--- config.mk ---
export PLATFORM = sky130hd
export DESIGN_NAME = tick_timer
export DESIGN_NICKNAME = d
export VERILOG_FILES = /design/src/rtl/tick_pkg.sv /design/src/rtl/tick_count_reg.sv /design/src/rtl/tick_mode_reg.sv /design/src/rtl/tick_run_ctrl.sv /design/src/rtl/tick_timer.sv
export SDC_FILE = /design/constraint.sdc
export NUM_CORES = 1
export LEC_CHECK = 0
export ABC_AREA = 1
export BUFFER_PORTS_ARGS = -buffer_cell sky130_fd_sc_hd__buf_2
export CAP_MARGIN = 20
export CORE_MARGIN = 1
export CORE_UTILIZATION = 40
export DETAILED_ROUTE_END_ITERATION = 10
export HOLD_SLACK_MARGIN = 0.12
export PLACE_DENSITY = 0.7
export SLEW_MARGIN = 20
export SYNTH_ARGS = -nofsm -noshare
export SYNTH_HDL_FRONTEND = slang
export SYNTH_SLANG_ARGS = --single-unit
--- constraint.sdc ---
create_clock -name clk -period 2.15 [get_ports clk]
set_input_delay 0 -clock clk [delete_from_list [all_inputs] [get_ports clk]]
set_output_delay 0 -clock clk [all_outputs]
set_load 0.01 [all_outputs]
--- src/rtl/tick_pkg.sv ---
package tick_pkg;
  typedef enum logic [1:0] {
    MODE_OFF     = 2'b00,
    MODE_RESTART = 2'b01,
    MODE_SHOT    = 2'b10,
    MODE_CONT    = 2'b11
  } tick_mode_e;
endpackage

--- src/rtl/tick_count_reg.sv ---
module tick_count_reg #(
  parameter int CNT_W = 32
) (
  input  logic             clk,
  input  logic             rst_n,
  input  logic             wr_en,
  input  logic [CNT_W-1:0] wr_data,
  input  logic             clr_en,
  input  logic             inc_en,
  output logic [CNT_W-1:0] cnt
);
  // Software write first, then match clear, then the tick increment.
  always_ff @(posedge clk) begin
    if (!rst_n)      cnt <= '0;
    else if (wr_en)  cnt <= wr_data;
    else if (clr_en) cnt <= '0;
    else if (inc_en) cnt <= cnt + CNT_W'(1);
  end

  p_wr_prio_r12: assert property (@(posedge clk) disable iff (!rst_n)
    wr_en |=> cnt == $past(wr_data));
endmodule

--- src/rtl/tick_mode_reg.sv ---
module tick_mode_reg
  import tick_pkg::*;
#(
  parameter int PER_W = 28
) (
  input  logic             clk,
  input  logic             rst_n,
  input  logic             wr_en,
  input  logic [PER_W-1:0] wr_period,
  input  logic             wr_pend,
  input  logic             wr_ie,
  input  tick_mode_e       wr_mode,
  input  logic             set_pend,
  output logic [PER_W-1:0] period,
  output logic             pend,
  output logic             ie,
  output tick_mode_e       mode
);
  always_ff @(posedge clk) begin
    if (!rst_n) begin
      period <= '0;
      ie     <= 1'b0;
      mode   <= MODE_OFF;
    end else if (wr_en) begin
      period <= wr_period;
      ie     <= wr_ie;
      mode   <= wr_mode;
    end
  end

  // Sticky flag: hardware set beats a software clear in the same cycle.
  always_ff @(posedge clk) begin
    if (!rst_n)                  pend <= 1'b0;
    else if (set_pend)           pend <= 1'b1;
    else if (wr_en && !wr_pend)  pend <= 1'b0;
  end

  p_set_pend_r9: assert property (@(posedge clk) disable iff (!rst_n)
    set_pend |=> pend);
  p_pend_sticky_r10: assert property (@(posedge clk) disable iff (!rst_n)
    (pend && !(wr_en && !wr_pend)) |=> pend);
  p_pend_no_sw_set_r10: assert property (@(posedge clk) disable iff (!rst_n)
    (!pend && !set_pend) |=> !pend);
endmodule

--- src/rtl/tick_run_ctrl.sv ---
module tick_run_ctrl (
  input  logic clk,
  input  logic rst_n,
  input  logic start,
  input  logic stop,
  input  logic shot_hit,
  output logic running
);
  always_ff @(posedge clk) begin
    if (!rst_n)        running <= 1'b0;
    else if (stop)     running <= 1'b0;
    else if (start)    running <= 1'b1;
    else if (shot_hit) running <= 1'b0;
  end

  p_stop_wins_r13: assert property (@(posedge clk) disable iff (!rst_n)
    stop |=> !running);
  p_shot_stops_r6: assert property (@(posedge clk) disable iff (!rst_n)
    (shot_hit && !start) |=> !running);
endmodule

--- src/rtl/tick_timer.sv ---
module tick_timer
  import tick_pkg::*;
#(
  parameter int CNT_W = 32,
  parameter int PER_W = 28
) (
  input  logic             clk,
  input  logic             rst_n,
  input  logic             tick_i,
  input  logic             start_i,
  input  logic             stop_i,
  input  logic             reg_wr_i,
  input  logic             reg_sel_i,
  input  logic [CNT_W-1:0] reg_wdata_i,
  output logic [CNT_W-1:0] reg_rdata_o,
  output logic             irq_o
);
  localparam int FIELD_W = PER_W + 4;
  localparam int PAD_W   = CNT_W - FIELD_W;
  localparam int IP_BIT  = PER_W;
  localparam int IE_BIT  = PER_W + 1;
  localparam int MD_LSB  = PER_W + 2;

  logic [CNT_W-1:0] cnt;
  logic [PER_W-1:0] period;
  logic             pend, ie, running;
  tick_mode_e       mode;
  logic             cnt_wr, ctl_wr, match, shot_hit, clr_en, inc_en;
  logic [FIELD_W-1:0] ctl_fields;
  logic [CNT_W-1:0]   ctl_word;

  assign cnt_wr   = reg_wr_i && !reg_sel_i;
  assign ctl_wr   = reg_wr_i &&  reg_sel_i;

  // Compare only the period-width low bits of the pre-increment count.
  assign match    = running && tick_i && (cnt[PER_W-1:0] == period);
  assign shot_hit = match && (mode == MODE_SHOT);
  assign clr_en   = match && (mode == MODE_RESTART);
  assign inc_en   = running && tick_i && !shot_hit;

  tick_count_reg #(.CNT_W(CNT_W)) u_cnt (
    .clk(clk), .rst_n(rst_n), .wr_en(cnt_wr), .wr_data(reg_wdata_i),
    .clr_en(clr_en), .inc_en(inc_en), .cnt(cnt)
  );

  tick_mode_reg #(.PER_W(PER_W)) u_ctl (
    .clk(clk), .rst_n(rst_n), .wr_en(ctl_wr),
    .wr_period(reg_wdata_i[PER_W-1:0]),
    .wr_pend(reg_wdata_i[IP_BIT]),
    .wr_ie(reg_wdata_i[IE_BIT]),
    .wr_mode(tick_mode_e'(reg_wdata_i[MD_LSB+1:MD_LSB])),
    .set_pend(match && ie),
    .period(period), .pend(pend), .ie(ie), .mode(mode)
  );

  tick_run_ctrl u_run (
    .clk(clk), .rst_n(rst_n), .start(start_i), .stop(stop_i),
    .shot_hit(shot_hit), .running(running)
  );

  assign ctl_fields = {mode, ie, pend, period};

  generate
    if (PAD_W > 0) begin : g_pad
      assign ctl_word = {{PAD_W{1'b0}}, ctl_fields};
    end else begin : g_nopad
      assign ctl_word = ctl_fields;
    end
  endgenerate

  assign reg_rdata_o = reg_sel_i ? ctl_word : cnt;
  assign irq_o       = pend && ie;

  p_stopped_hold_r3: assert property (@(posedge clk) disable iff (!rst_n)
    (!running && !cnt_wr) |=> $stable(cnt));
  p_stopped_no_pend_r3: assert property (@(posedge clk) disable iff (!rst_n)
    (!running && !pend) |=> !pend);
  p_restart_zero_r5: assert property (@(posedge clk) disable iff (!rst_n)
    (match && mode == MODE_RESTART && !cnt_wr) |=> cnt == '0);
  p_cont_inc_r7: assert property (@(posedge clk) disable iff (!rst_n)
    (match && mode == MODE_CONT && !cnt_wr) |=> cnt == $past(cnt) + CNT_W'(1));
  p_irq_follows_r11: assert property (@(posedge clk) disable iff (!rst_n)
    (pend && ie) |-> irq_o);
endmodule

==> flow_results.org, run 1 <==
** Outcome
- The flow ran to the end, but the final reports show violations.
- The final reports fail on design-rule violations.

** Clock network
- The tree is rooted in a clkbuf_16.
- CTS saw 65 sinks.
- Setup bufs post-CTS :: 0
- TritonCTS built the clock tree.
- After clock tree synthesis, the clock-pin slew on the worst setup and hold paths is 0.06 ns.
- Buffers from clock root to sink, at most :: 2
- At the later pin of the worst-skew pair, clock insertion delay measures 0.35 ns.
- In this run, CTS created clock tree buffers numbering 9.
- CTS H-tree depth :: 3

** Job
- Maximum Capacitance Violations :: 0

** Pwr
- Internal power comes to 2557 uW.
- Overall power after layout :: 3759 uW
- Registers are responsible for 37.0% of the overall power.
- Max rail drop VDD :: 378.0 uV
- Gate power share :: 24.0%
- Clock network fraction of total power :: 39.0%
- Of the total power, the share spent switching nets is 31.97%.
- The analysis attributes to net switching a power of 1202 uW.
- In this run the power density over the cells is 626.4 mW/mm^2.
- Standby leakage power :: 0.002936 uW

** Synth
- After synthesis, the cell types taking the most area are dfxtp_1 (27%), nand2_1 (23%), nor2_1 (9.2%), nand3_1 (7.5%), o21ai_0 (7.1%).
- Counting every net in the synthesized netlist gives 888.
- In this run the cell area of the synthesized design comes to 0.004801 sq mm.
- Cell count after synthesis :: 848
- Mean instance size in the synthesized netlist :: 5.661 sq um
- Yosys cell types :: 31
- Sequential cell area fraction in the yosys report :: 27.10%
- The largest total area in the synthesized netlist belongs to dfxtp_1.
- In this run, synthesis produced a sequential element count of 65.
- After synthesis, the largest area contributor takes up 27.10% of total cell area.
- Synth warnings :: 0

** Die
- Area of the die :: 0.01244 sq mm
- Die Y-Extent :: 111.6 um
- 72 I/O pins were placed.
- For this configuration, the core starts out at a cell density of 41.51%.
- The initialized floorplan defines 39 standard-cell rows.
- Core ar. :: 0.01156 sq mm
- In this run the horizontal extent of the chip is 111.6 um.

** GRT
- After global routing the overflow that remains totals 0.
- The number of global-route vias before repair came to 5209.
- Global-route wire length before repair :: 26590 um
- Entering global routing, the biggest net connects 37 pins.
- GRT Resource Usage Total :: 27.20%
- Antenna violations before repair :: 0

** STA
- Post-layout min period :: 1.994 ns
- Headroom to the max-slew limit :: 61.95%
- Crit share post-route :: 92.77%
- Highest attainable clock frequency :: 0.5014 GHz
- Worst Clk Skew :: 0.009678 ns
- Adding up every negative setup slack in the final design gives 0 ns.
- Final count of negative-setup-slack endpoints :: 0
- Setup repair after global routing left no endpoint under its margin.
- Number of hold violations in the final report :: 0
- For the pin with the worst max-slew slack, the measured transition is 0.5708 ns.
- The final number of max-transition violations came to 0.

** Final layout
- Cells with a size suffix above 1 make up 14.84% of the layout.
- Top library cells by usage in the layout, fill and taps aside :: nand2_1 (287), nor2_1 (114), inv_1 (73)
- The number of antenna diodes in the final layout is 0.
- For this run, the post-layout net count is 985.
- The layout has 1201 filler cells.
- The library cell used most frequently in the layout, excluding fill and tap cells, is nand2_1.
- P&R area growth vs syn :: 24.99%

** Worst setup path
- STA classifies the critical path endpoint as a flip-flop.
- Type of origin of the critical path :: flip-flop
- In this run the worst path has a maximum fanout of 4.
- By startpoint and endpoint, the worst setup path is classified as flip-flop to flip-flop.
- Arrival time of the worst setup path :: 2.23 ns
- Required time of the critical path :: 2.39 ns

** Place
- Port Buffer Count :: 71
- The congestion estimate from routability-driven global placement came to 0.9741.
- Post-DP HPWL :: 12120 um

** Hold path
- The path class of the tightest hold or removal check is input port to flip-flop.

** Routing
- Final routed wirelength across all metal layers :: 16300 um
- In this run the remaining antenna-violating nets after routing total 0.
- DRT Pass-1 Iters :: 8
- Using the TritonRoute via totals, the vias-per-cell ratio works out to 5.141.
- Drt wl/cell :: 14.91 um
- Vias after detailed routing :: 5619
- For this run, design rule violations remaining after detail routing come to 13.
- DRT iter0 DRCs :: 474
[layout make-up]
type | count | area (sq um) | area share [%]
Multi-Input combinational cell | 653 | 2972 | 49.52
Sequential cell | 65 | 1308 | 21.79
Timing Repair Buffer | 124 | 900.9 | 15.01
Inverter | 92 | 347.8 | 5.796
Clock buffer | 14 | 284.0 | 4.733
Tap cell | 143 | 178.9 | 2.982
Clock inverter | 2 | 10.01 | 0.1668
[flip-flops by register name, summed over array words and instances (netlist names)]
signal / cells
u_ctl.pend: 1
u_cnt.cnt: 32
u_ctl.period: 28
u_ctl.ie: 1
u_run.running: 1
u_ctl.mode: 2
[critical path, cell delays in order (launching register included)]
cell,delay (ns)
dfxtp_2,0.36
ha_2,0.20
nand2_1,0.09
nor2_2,0.16
nand2_1,0.13
inv_1,0.15
nand2_2,0.12
inv_2,0.12
nand3_1,0.11
xor2_1,0.17
nand3_1,0.07
nand2_1,0.06
nor2_1,0.11
nor2_1,0.05
[repair_timing]
action,CTS,global route
setup endpoints to repair,0,20
hold endpoints to repair,65,0
hold buffers,34,0
gates resized for setup,0,13
[stage by stage]
stage	hold WS (ns)	setup WS [ns]	instances	util [%]	cell area [sq um]
floorplan	0.07931	0.5145	848	-	4801
detailed placement	0.1697	0.03572	1043	46.20	5343
global route	0.2056	0.01188	1093	51.89	6001
finish	0.1545	0.1555	1093	51.89	6001
global placement	0.1768	0.06766	1043	46.20	5343
CTS	0.1493	0.01356	1093	51.68	5977
[logic make-up (layout without fill, tap and decap cells)]
logic type,count (synthesis),in the layout,synth area share (%)
and+or+nand+nor,530,530,46.44
buffers and inverters,130,232,11.47
AOI/OAI and AO/OA,100,100,10.71
DFF,65,65,27.10
xor gates and xnor gates,22,22,4.013
adders and majority gates,1,1,0.2606
[routing by layer]
metal | vias to the layer above | GRT usage, % | part of all wire [%]
met5 | - | 0 | 0
met4 | 0 | 10.72 | 2.7
met3 | 29 | 6.315 | 7.8
met2 | 241 | 42.38 | 43
met1 | 2484 | 36.29 | 46
li1 | 2865 | - | -
[cells in the mapped netlist (all sizes together)]
library cell,instances
a21boi,1
a21oi,31
and2,1
and3,1
buf,17
clkbuf,21
clkinv,3
dfxtp,65
ha,1
inv,89
nand2,291
nand3,74
nand3b,14
nand4,13
nor2,120
nor3,16
o21ai,68
xnor2,4
xor2,18
[final timing paths]
check	startpoint	to	slack (ns)	depth (start not counted)
setup / recovery	u_cnt.cnt[1]	u_cnt.cnt[20]	0.16	13
hold / removal	rst_n	u_cnt.cnt[30]	0.15	3
setup reg to reg	u_cnt.cnt[1]	u_cnt.cnt[20]	0.16	13
hold reg to reg	u_ctl.period[16]	u_ctl.period[16]	0.48	2
[power by group through the flow]
stage / sequential [uW] / combinational, uW / clock, uW
after floorplan: 1390 / 577 / 0
after global placement: 1410 / 834 / 0
after detailed placement: 1410 / 839 / 0
after CTS: 1390 / 891 / 1480
after global routing: 1410 / 1010 / 1530
final: 1390 / 903 / 1470
Power figures use the tool's default switching activity.
==> run 2, diff against run 1 <==
Settings changed: ABC_AREA 1 to 0, GPL_TIMING_DRIVEN set to 0, PLACE_DENSITY 0.7 to 0.71, RECOVER_POWER set to 25.
==> run 2 against run 1 <==
The run ends with negative setup slack left; largest cell class unchanged; final area is 2.8% higher; fmax is 15% lower; die area is 13% lower.
==> flow_results.org, run 2 <==
** STA
- Post-layout min period :: 2.354 ns
- Final count of negative-setup-slack endpoints :: 33
- Hold timing on the final database bottoms out at a slack of 0.2375 ns.
- Unrepaired setup endpoints after global routing :: true
- Number of hold violations in the final report :: 0
- The final number of max-transition violations is 0.
- Timing would allow up to 0.4248 GHz.
- In this run the tightest slew margin relative to its limit is 42.49%.
- Crit share post-route :: 109.5%
- Slew at the pin closest to its max-slew limit :: 0.8626 ns
- Worst Clk Skew :: 0.008490 ns
- Worst setup margin :: -0.2043 ns

** Die
- In this run the standard cell core region covers 0.009955 sq mm.
- Num rows :: 36
- For this configuration, the core starts out at a cell density of 41.94%.
- For this design the top-level I/O count stands at 72.
- The die covers 0.01085 sq mm.
- Die W :: 104.2 um
- Die Y-Extent :: 104.2 um

** Synth
- After synthesis, the share of flip-flops with an asynchronous set or reset is 0%.
- Biggest area consumer among synthesized cells :: dfxtp_1
- Cell count after synthesis :: 523
- Synth warnings :: 0
- Ranked by instance count, the synthesized netlist is headed by nand2_1 (90), dfxtp_1 (65), a21oi_1 (51).
- Most common cell in the synthesized netlist :: nand2_1
- By area the synthesized netlist is led by dfxtp_1 (31%), mux2_2 (8.1%), nand2_1 (8.1%), a21oi_1 (6.1%), xor2_1 (4.0%).
- The most used flip-flop cell after synthesis is dfxtp_1.
- Sequential cell area fraction in the yosys report :: 31.17%
- Total standard cell area after synthesis :: 0.004175 sq mm
- Count of flip-flops with a built-in enable after synthesis :: 0
- A synthesized cell averages 7.983 sq um.
- In this run the biggest area consumer among cell types represents 31.17% of the synthesized area.
- Synthesis instantiated 53 different standard cells from the library.
- Synthesis inferred 65 register bits.
- When the netlist entered floorplanning its net count stood at 563.

** Clock network
- The later pin in the worst-skew pair is clocked with a latency of 0.36 ns.
- Clock-pin slew on the worst setup and hold paths :: 0.08 ns
- The cell sitting at the root of the clock tree is a clkbuf_8.
- TritonCTS built the clock tree.
- Number of CTS-inserted buffers :: 9
- # clock sinks :: 65
- The H-tree was split into 3 levels.
- Buffers from clock root to sink, at most :: 2

** Routing
- Drt wl/cell :: 20.98 um
- After detailed routing, the total wire length is 16760 um.
- Across all layers, the routed design uses 5054 vias.
- ANT nets after route :: 0
- For this run, the detailed router's first-pass iteration total came to 6.
- Number of remaining DRC errors :: 0
- DRT iter0 DRCs :: 565
- Via-per-instance ratio :: 6.325

** Worst setup path
- At the worst endpoint, the required time is 2.40 ns.
- Broken down by cell family, the worst path's largest delay share belongs to simple AND/OR/NAND/NOR gates.
- Cells along the critical path :: buf_6, xnor2_4, nand4_1, or4_4, o21a_1, buf_6, a41o_1, a2111oi_2
- Data arrives at the worst endpoint at 2.61 ns.
- In this run the worst path has a maximum fanout of 8.
- For this design, the slowest cell found on the critical path is or4_4.
- Counting both buffers and inverters, the worst setup path holds a total of 2.
- The worst setup path is of the flip-flop to flip-flop kind.
- Internal reg-to-reg setup slack :: -0.20 ns
- For this run, the slowest stage of the critical path takes 0.58 ns.
- CP most frequent cell :: buf_6
- Depth of the most critical reg-to-reg path :: 8
- The worst register-to-register path begins at u_cnt.cnt[17].
- Type of origin of the critical path :: flip-flop
- Reg2reg end :: u_cnt.cnt[28]
- STA classifies the critical path endpoint as a flip-flop.

** Final layout
- Counting flops per register, the top entry is u_cnt.cnt.
- At the end of the flow the core is filled with cells to 61.99%.
- The largest registers in the layout are u_cnt.cnt x32, u_ctl.period x28, u_ctl.mode x2.
- The count of cells in the finished layout, fillers not included, comes to 799.
- Relative to the synthesized area, the layout overhead comes to 47.80%.
- Top library cells by usage in the layout, fill and taps aside :: nand2_1 (88), buf_2 (72), dfxtp_1 (50)
- The library cell used most frequently in the layout, excluding fill and tap cells, is nand2_1.
- Count of inserted antenna diode cells :: 0
- Share of layout cells above drive strength 1 :: 39.34%
- The register with the most flip-flops in the layout has 32 of them.
- Design Area, Final :: 0.006171 sq mm
- At the end of the flow, the number of nets in the layout was 701.

** Pwr
- Power spread over the standard cell area amounts to 532.1 mW/mm^2.
- Across the VDD grid, the largest voltage drop is 295.5 uV.
- Standby leakage power :: 0.002544 uW

** Hold path
- Launch instance of the worst min-delay path :: tick_i
- The worst hold path passes through 4 cells.
- Worst Hold End :: u_ctl.pend
- Tightest Hold Check Type :: input port to flip-flop

** GRT
- GRT Resource Usage Total :: 28.68%
- Overflow left after global routing :: 0
- The initial antenna violation count came to 0.
- Entering global routing, the biggest net connects 12 pins.
- The number of global-route vias before repair came to 4560.
- Global-route wire length before repair :: 24140 um

** Place
- After detailed placement, the design holds a cell count of 726.
- The congestion estimate from routability-driven global placement came to 0.9459.
- The wire-length estimate of the detail-placed layout is 10450 um.
- In this run the cell area measured after placement is 0.004710 sq mm.
- Dpl ws :: -0.5796 ns
- During placement, the flow inserted port buffers numbering 70.

** Outcome
- Status :: finished, violations left
- The final reports fail on negative setup slack.

** Job
- The tool flagged a number of max-cap violations equal to 0.
==> run 2: tightest hold or removal path, stage by stage <==
cell and delay, ns:
buf_2 0.10, and2_2 0.25, nand4_1 0.13, a21oi_1 0.07
==> run 2: how the worst max path moves through the flow <==
stage / startpoint / end / slack (ns) / cells after the start
4_1_cts: u_cnt.cnt[17] / u_cnt.cnt[28] / -0.15 / 8
3_3_place_gp: u_cnt.cnt[12] / u_cnt.cnt[12] / -0.52 / 10
6_report: u_cnt.cnt[17] / u_cnt.cnt[28] / -0.20 / 8
3_5_place_dp: u_cnt.cnt[12] / u_cnt.cnt[12] / -0.58 / 10
2_1_floorplan: u_cnt.cnt[9] / u_cnt.cnt[28] / -0.006 / 8
5_1_grt: u_cnt.cnt[20] / u_cnt.cnt[28] / -0.25 / 8
==> run 2: per-stage QoR <==
stage	TNS [ns]	total power, uW
after floorplan	-0.006485	1640
after global placement	-14.33	1825
after detailed placement	-14.97	1837
after CTS	-3.169	3150
after global routing	-5.540	3358
final	-4.007	3283
==> run 2: metal layers <==
layer / track usage, % / part of all wire [%] / vias to the layer above
li1: - / - / 2194
met1: 37.94 / 40 / 2377
met2: 43.48 / 43 / 392
met3: 5.702 / 11 / 91
met4: 16.12 / 5.8 / 0
met5: 0 / 0 / -
==> run 2: cell type report <==
| class | count | area [sq um] |
|---|---|---|
| Buffer | 46 | 345.3 |
| Clock buffer | 11 | 151.4 |
| Clock inverter | 5 | 77.57 |
| Fill cell | 810 | 3784 |
| Inverter | 3 | 11.26 |
| Multi-Input combinational cell | 402 | 3128 |
| Sequential cell | 65 | 1325 |
| Tap cell | 133 | 166.4 |
| Timing Repair Buffer | 134 | 965.9 |
==> run 2: logic make-up after synthesis <==
group | synth area share (%)
buffers and inverters | 6.083
AND/OR/NAND/NOR | 23.58
AO/OA/AOI/OAI | 23.13
flip-flops | 31.17
multiplexers | 8.091
adder cells (fa/ha/maj) | 0.2996
XOR/XNOR | 7.641
==> run 2: timing repair <==
action / 4_1_cts / 5_1_grt
hold buffers: 36 / 0
buffers inserted: 7 / 19
gates cloned: 2 / 1
endpoints found under the setup margin: 33 / 33
resized for setup: 60 / 80
endpoints found under the hold margin: 64 / 0
pin swaps: 31 / 23
==> run 2: power by group <==
| part | internal, uW | total, uW | leakage, uW | switching (uW) |
|---|---|---|---|---|
| logic | 339 | 737 | 0.00189 | 398 |
| registers | 1250 | 1310 | 0.000537 | 57.8 |
| clock network | 712 | 1240 | 0.000115 | 527 |
| total | 2300 | 3280 | 0.00254 | 983 |
==> run 3, diff against run 2 <==
Settings changed: CTS_BUF_LIST set to sky130_fd_sc_hd__clkbuf_16.
==> run 3 against run 2 <==
The flow still finishes with violations (negative setup slack); clock power is 27% higher; cell count is 0.25% higher; total power is 11% higher; largest power group is now the clock network.
==> flow_results.org, run 3 (same netlist as run 2, synthesis figures left out) <==
** Outcome
- The flow ran to the end, but the final reports show violations.
- The final reports fail on negative setup slack.

** Worst setup path
- For the worst flop-to-flop path, the logic depth is 7.
- On the critical path, the stage with the largest delay is an instance of or4_4.
- Crit. Startpoint :: u_cnt.cnt[15]
- Sort of element at the end of the critical path :: flip-flop
- The signal on the critical path passes through xnor2_2, nand4_1, or4_4, o21a_1, buf_6, a41o_1, a2111oi_4.
- Required time of the critical path :: 2.38 ns
- Start-to-end type of the worst setup path :: flip-flop to flip-flop
- The critical path ends at u_cnt.cnt[18].
- Internal reg-to-reg setup slack :: -0.27 ns
- Reg2reg end :: u_cnt.cnt[18]
- The worst register-to-register path begins at u_cnt.cnt[15].
- Type of origin of the critical path :: flip-flop
- Crit-path max cell delay :: 0.62 ns
- Data on the critical path arrives at its endpoint at 2.65 ns.
- Crit Path Max Fanout :: 8

** Clock network
- CTS H-tree depth :: 3
- Buffers from clock root to sink, at most :: 2
- TritonCTS built the clock tree.
- Worst skew pair latency :: 0.33 ns
- Clock tree synthesis selected as its root buffer the cell clkbuf_16.
- Clock-pin slew on the worst setup and hold paths :: 0.06 ns
- # clock sinks :: 65
- Number of CTS-inserted buffers :: 9

** GRT
- Pin count of the biggest net entering global routing :: 12
- The number of global-route vias before repair came to 4527.
- Global routing used 28.90% of the available tracks.
- After global routing the overflow that remains totals 0.
- The first global-routing pass estimated 24200 um of wire.
- The initial antenna violation count was 0.

** Final layout
- Most flops, register :: u_cnt.cnt
- In the final layout, the share of cells above drive strength 1 is 39.97%.
- Count of inserted antenna diode cells :: 0
- In the final layout, the registers with the most flip-flops are u_cnt.cnt x32, u_ctl.period x28, u_ctl.mode x2.
- The top cell types in the final layout, fill and taps aside, are nand2_1 (89), buf_2 (73), dfxtp_1 (50).
- With fillers left out, the area of the finished cells amounts to 0.006369 sq mm.
- After filler insertion, the fill cell instance count of the layout stands at 767.
- The net count of the finished layout is 703.
- P&R area growth vs syn :: 52.53%
- The library cell used most frequently in the layout, excluding fill and tap cells, is nand2_1.
- Number of flip-flops in the largest register :: 32

** STA
- Worst Hold Slack :: 0.1299 ns
- For the pin with the worst max-slew slack, the measured transition is 0.8667 ns.
- In the finished design, the share of the clock period the worst path needs comes to 112.8%.
- The final number of max-transition violations is 0.
- Clock skew on the completed layout was measured at 0.006060 ns.
- Setup violations remaining at the end of the flow were counted as 32.
- Derived from the worst setup path, the maximum achievable clock frequency is 0.4124 GHz.
- Setup repair after global routing could not meet its margin everywhere.
- Setup slack on the critical path of the routed design comes to -0.2747 ns.
- Headroom to the max-slew limit :: 42.22%
- Number of hold violations in the final report :: 0
- Post-layout min period :: 2.425 ns

** Routing
- Via-per-instance ratio :: 6.417
- The detailed router placed 5140 vias in this run.
- Drt wl/cell :: 22.00 um
- Final routed wirelength across all metal layers :: 17620 um
- Number of remaining DRC errors :: 0
- The count of nets left with antenna violations once routing finished came out at 0.
- After the first detailed-routing iteration, the DRC count stood at 773.
- The first detailed-routing pass took 5 iterations.

** Place
- Placed inst area :: 0.004710 sq mm
- Port buffering added 70 buffers.
- Summed over all nets, the half-perimeter wirelength after detailed placement is 10450 um.
- Final weighted congestion of routability-driven global placement :: 0.9459

** Pwr
- For this design the total switching power over the nets is 1053 uW.
- Max rail drop VDD :: 382.3 uV
- In this run the power density over the cells is 574.0 mW/mm^2.
- Int Power :: 2603 uW
- Proportion of power drawn by flip-flops and latches :: 35.8%
- In this run switching power makes up 28.80% of total power.
- The clock network is responsible for 43.1% of the overall power.
- Combinational logic is responsible for 21.1% of the overall power.
- In this run the static leakage power is 0.002623 uW.

** Job
- Maximum Capacitance Violations :: 0

** Die
- Core ar. :: 0.009955 sq mm
- 72 I/O pins were placed.
- Effective utilization at floorplan :: 41.94%
- Num rows :: 36
- Die W :: 104.2 um
- Area of the die :: 0.01085 sq mm
- Die Y-Extent :: 104.2 um

** Hold path
- Tightest Hold Check Type :: input port to flip-flop
[run 3: changes by cell type in the layout (fill, tap and decap cells not counted), moves of 4 or more]
cell       change
clkbuf_8      -11
a2bb2oi_1      -4
a2bb2oi_2      +4
clkbuf_16      +9
[run 3: worst min-delay path by stage]
stage,startpoint,endpoint,slack [ns],depth (start not counted)
2_1_floorplan,stop_i,u_run.running,0.08,1
3_3_place_gp,stop_i,u_run.running,0.17,2
3_5_place_dp,stop_i,u_run.running,0.17,2
4_1_cts,reg_wr_i,u_ctl.period[27],0.13,4
5_1_grt,reg_wr_i,u_ctl.period[27],0.15,4
6_report,reg_wr_i,u_ctl.period[27],0.13,4
[run 3: cell type report]
cell class,instances,area [sq um],area share (%)
multi-input cells,402,3196,50.18
flip-flops and latches,65,1325,20.81
repair buffers,136,999.7,15.70
plain buffers,46,360.3,5.658
clock buffers,9,225.2,3.536
well taps,133,166.4,2.613
clock inverters,7,85.08,1.336
inverters,3,11.26,0.1768
[run 3: what timing repair did]
item                                    4_1_cts  5_1_grt
hold buffers                                 35        0
pin swaps                                    28       29
endpoints found under the setup margin       33       33
endpoints found under the hold margin        61        0
gates resized for setup                      63       90
gates cloned                                  2        1
setup buffers                                 8       22
[run 3: critical path: cells and delay by family, from the launching register on]
kind,cells,cell delay [ns]
and+or+nand+nor,2,0.86
buffers and inverters,1,0.15
AOI/OAI and AO/OA,3,0.71
DFF,1,0.44
xor gates and xnor gates,1,0.15
[run 3: through the flow]
stage	std cells	utilization, %	worst slack, ns	total power, uW	TNS (ns)
6_report	801	63.98	-0.2747	3656	-6.455
5_1_grt	801	63.98	-0.3247	3750	-7.522
4_1_cts	781	57.73	-0.1441	3496	-3.127
3_5_place_dp	726	47.31	-0.5796	1837	-14.97
3_3_place_gp	726	47.31	-0.5183	1825	-14.33
2_1_floorplan	523	-	-0.006485	1640	-0.006485
[run 3: metal layers]
| metal | up-vias | global-route usage, % | share of wire (%) |
|---|---|---|---|
| li1 | 2200 | - | - |
| met1 | 2394 | 38.73 | 38 |
| met2 | 430 | 43.38 | 44 |
| met3 | 116 | 6.078 | 12 |
| met4 | 0 | 15.31 | 6.0 |
| met5 | - | 0 | 0 |
[run 3: power groups by stage]
stage                     Clock [uW]  Sequential, uW  Combinational, uW
after floorplan                    0            1310                335
after global placement             0            1310                511
after detailed placement           0            1320                519
after CTS                       1560            1300                630
after global routing            1630            1310                803
final                           1580            1310                770
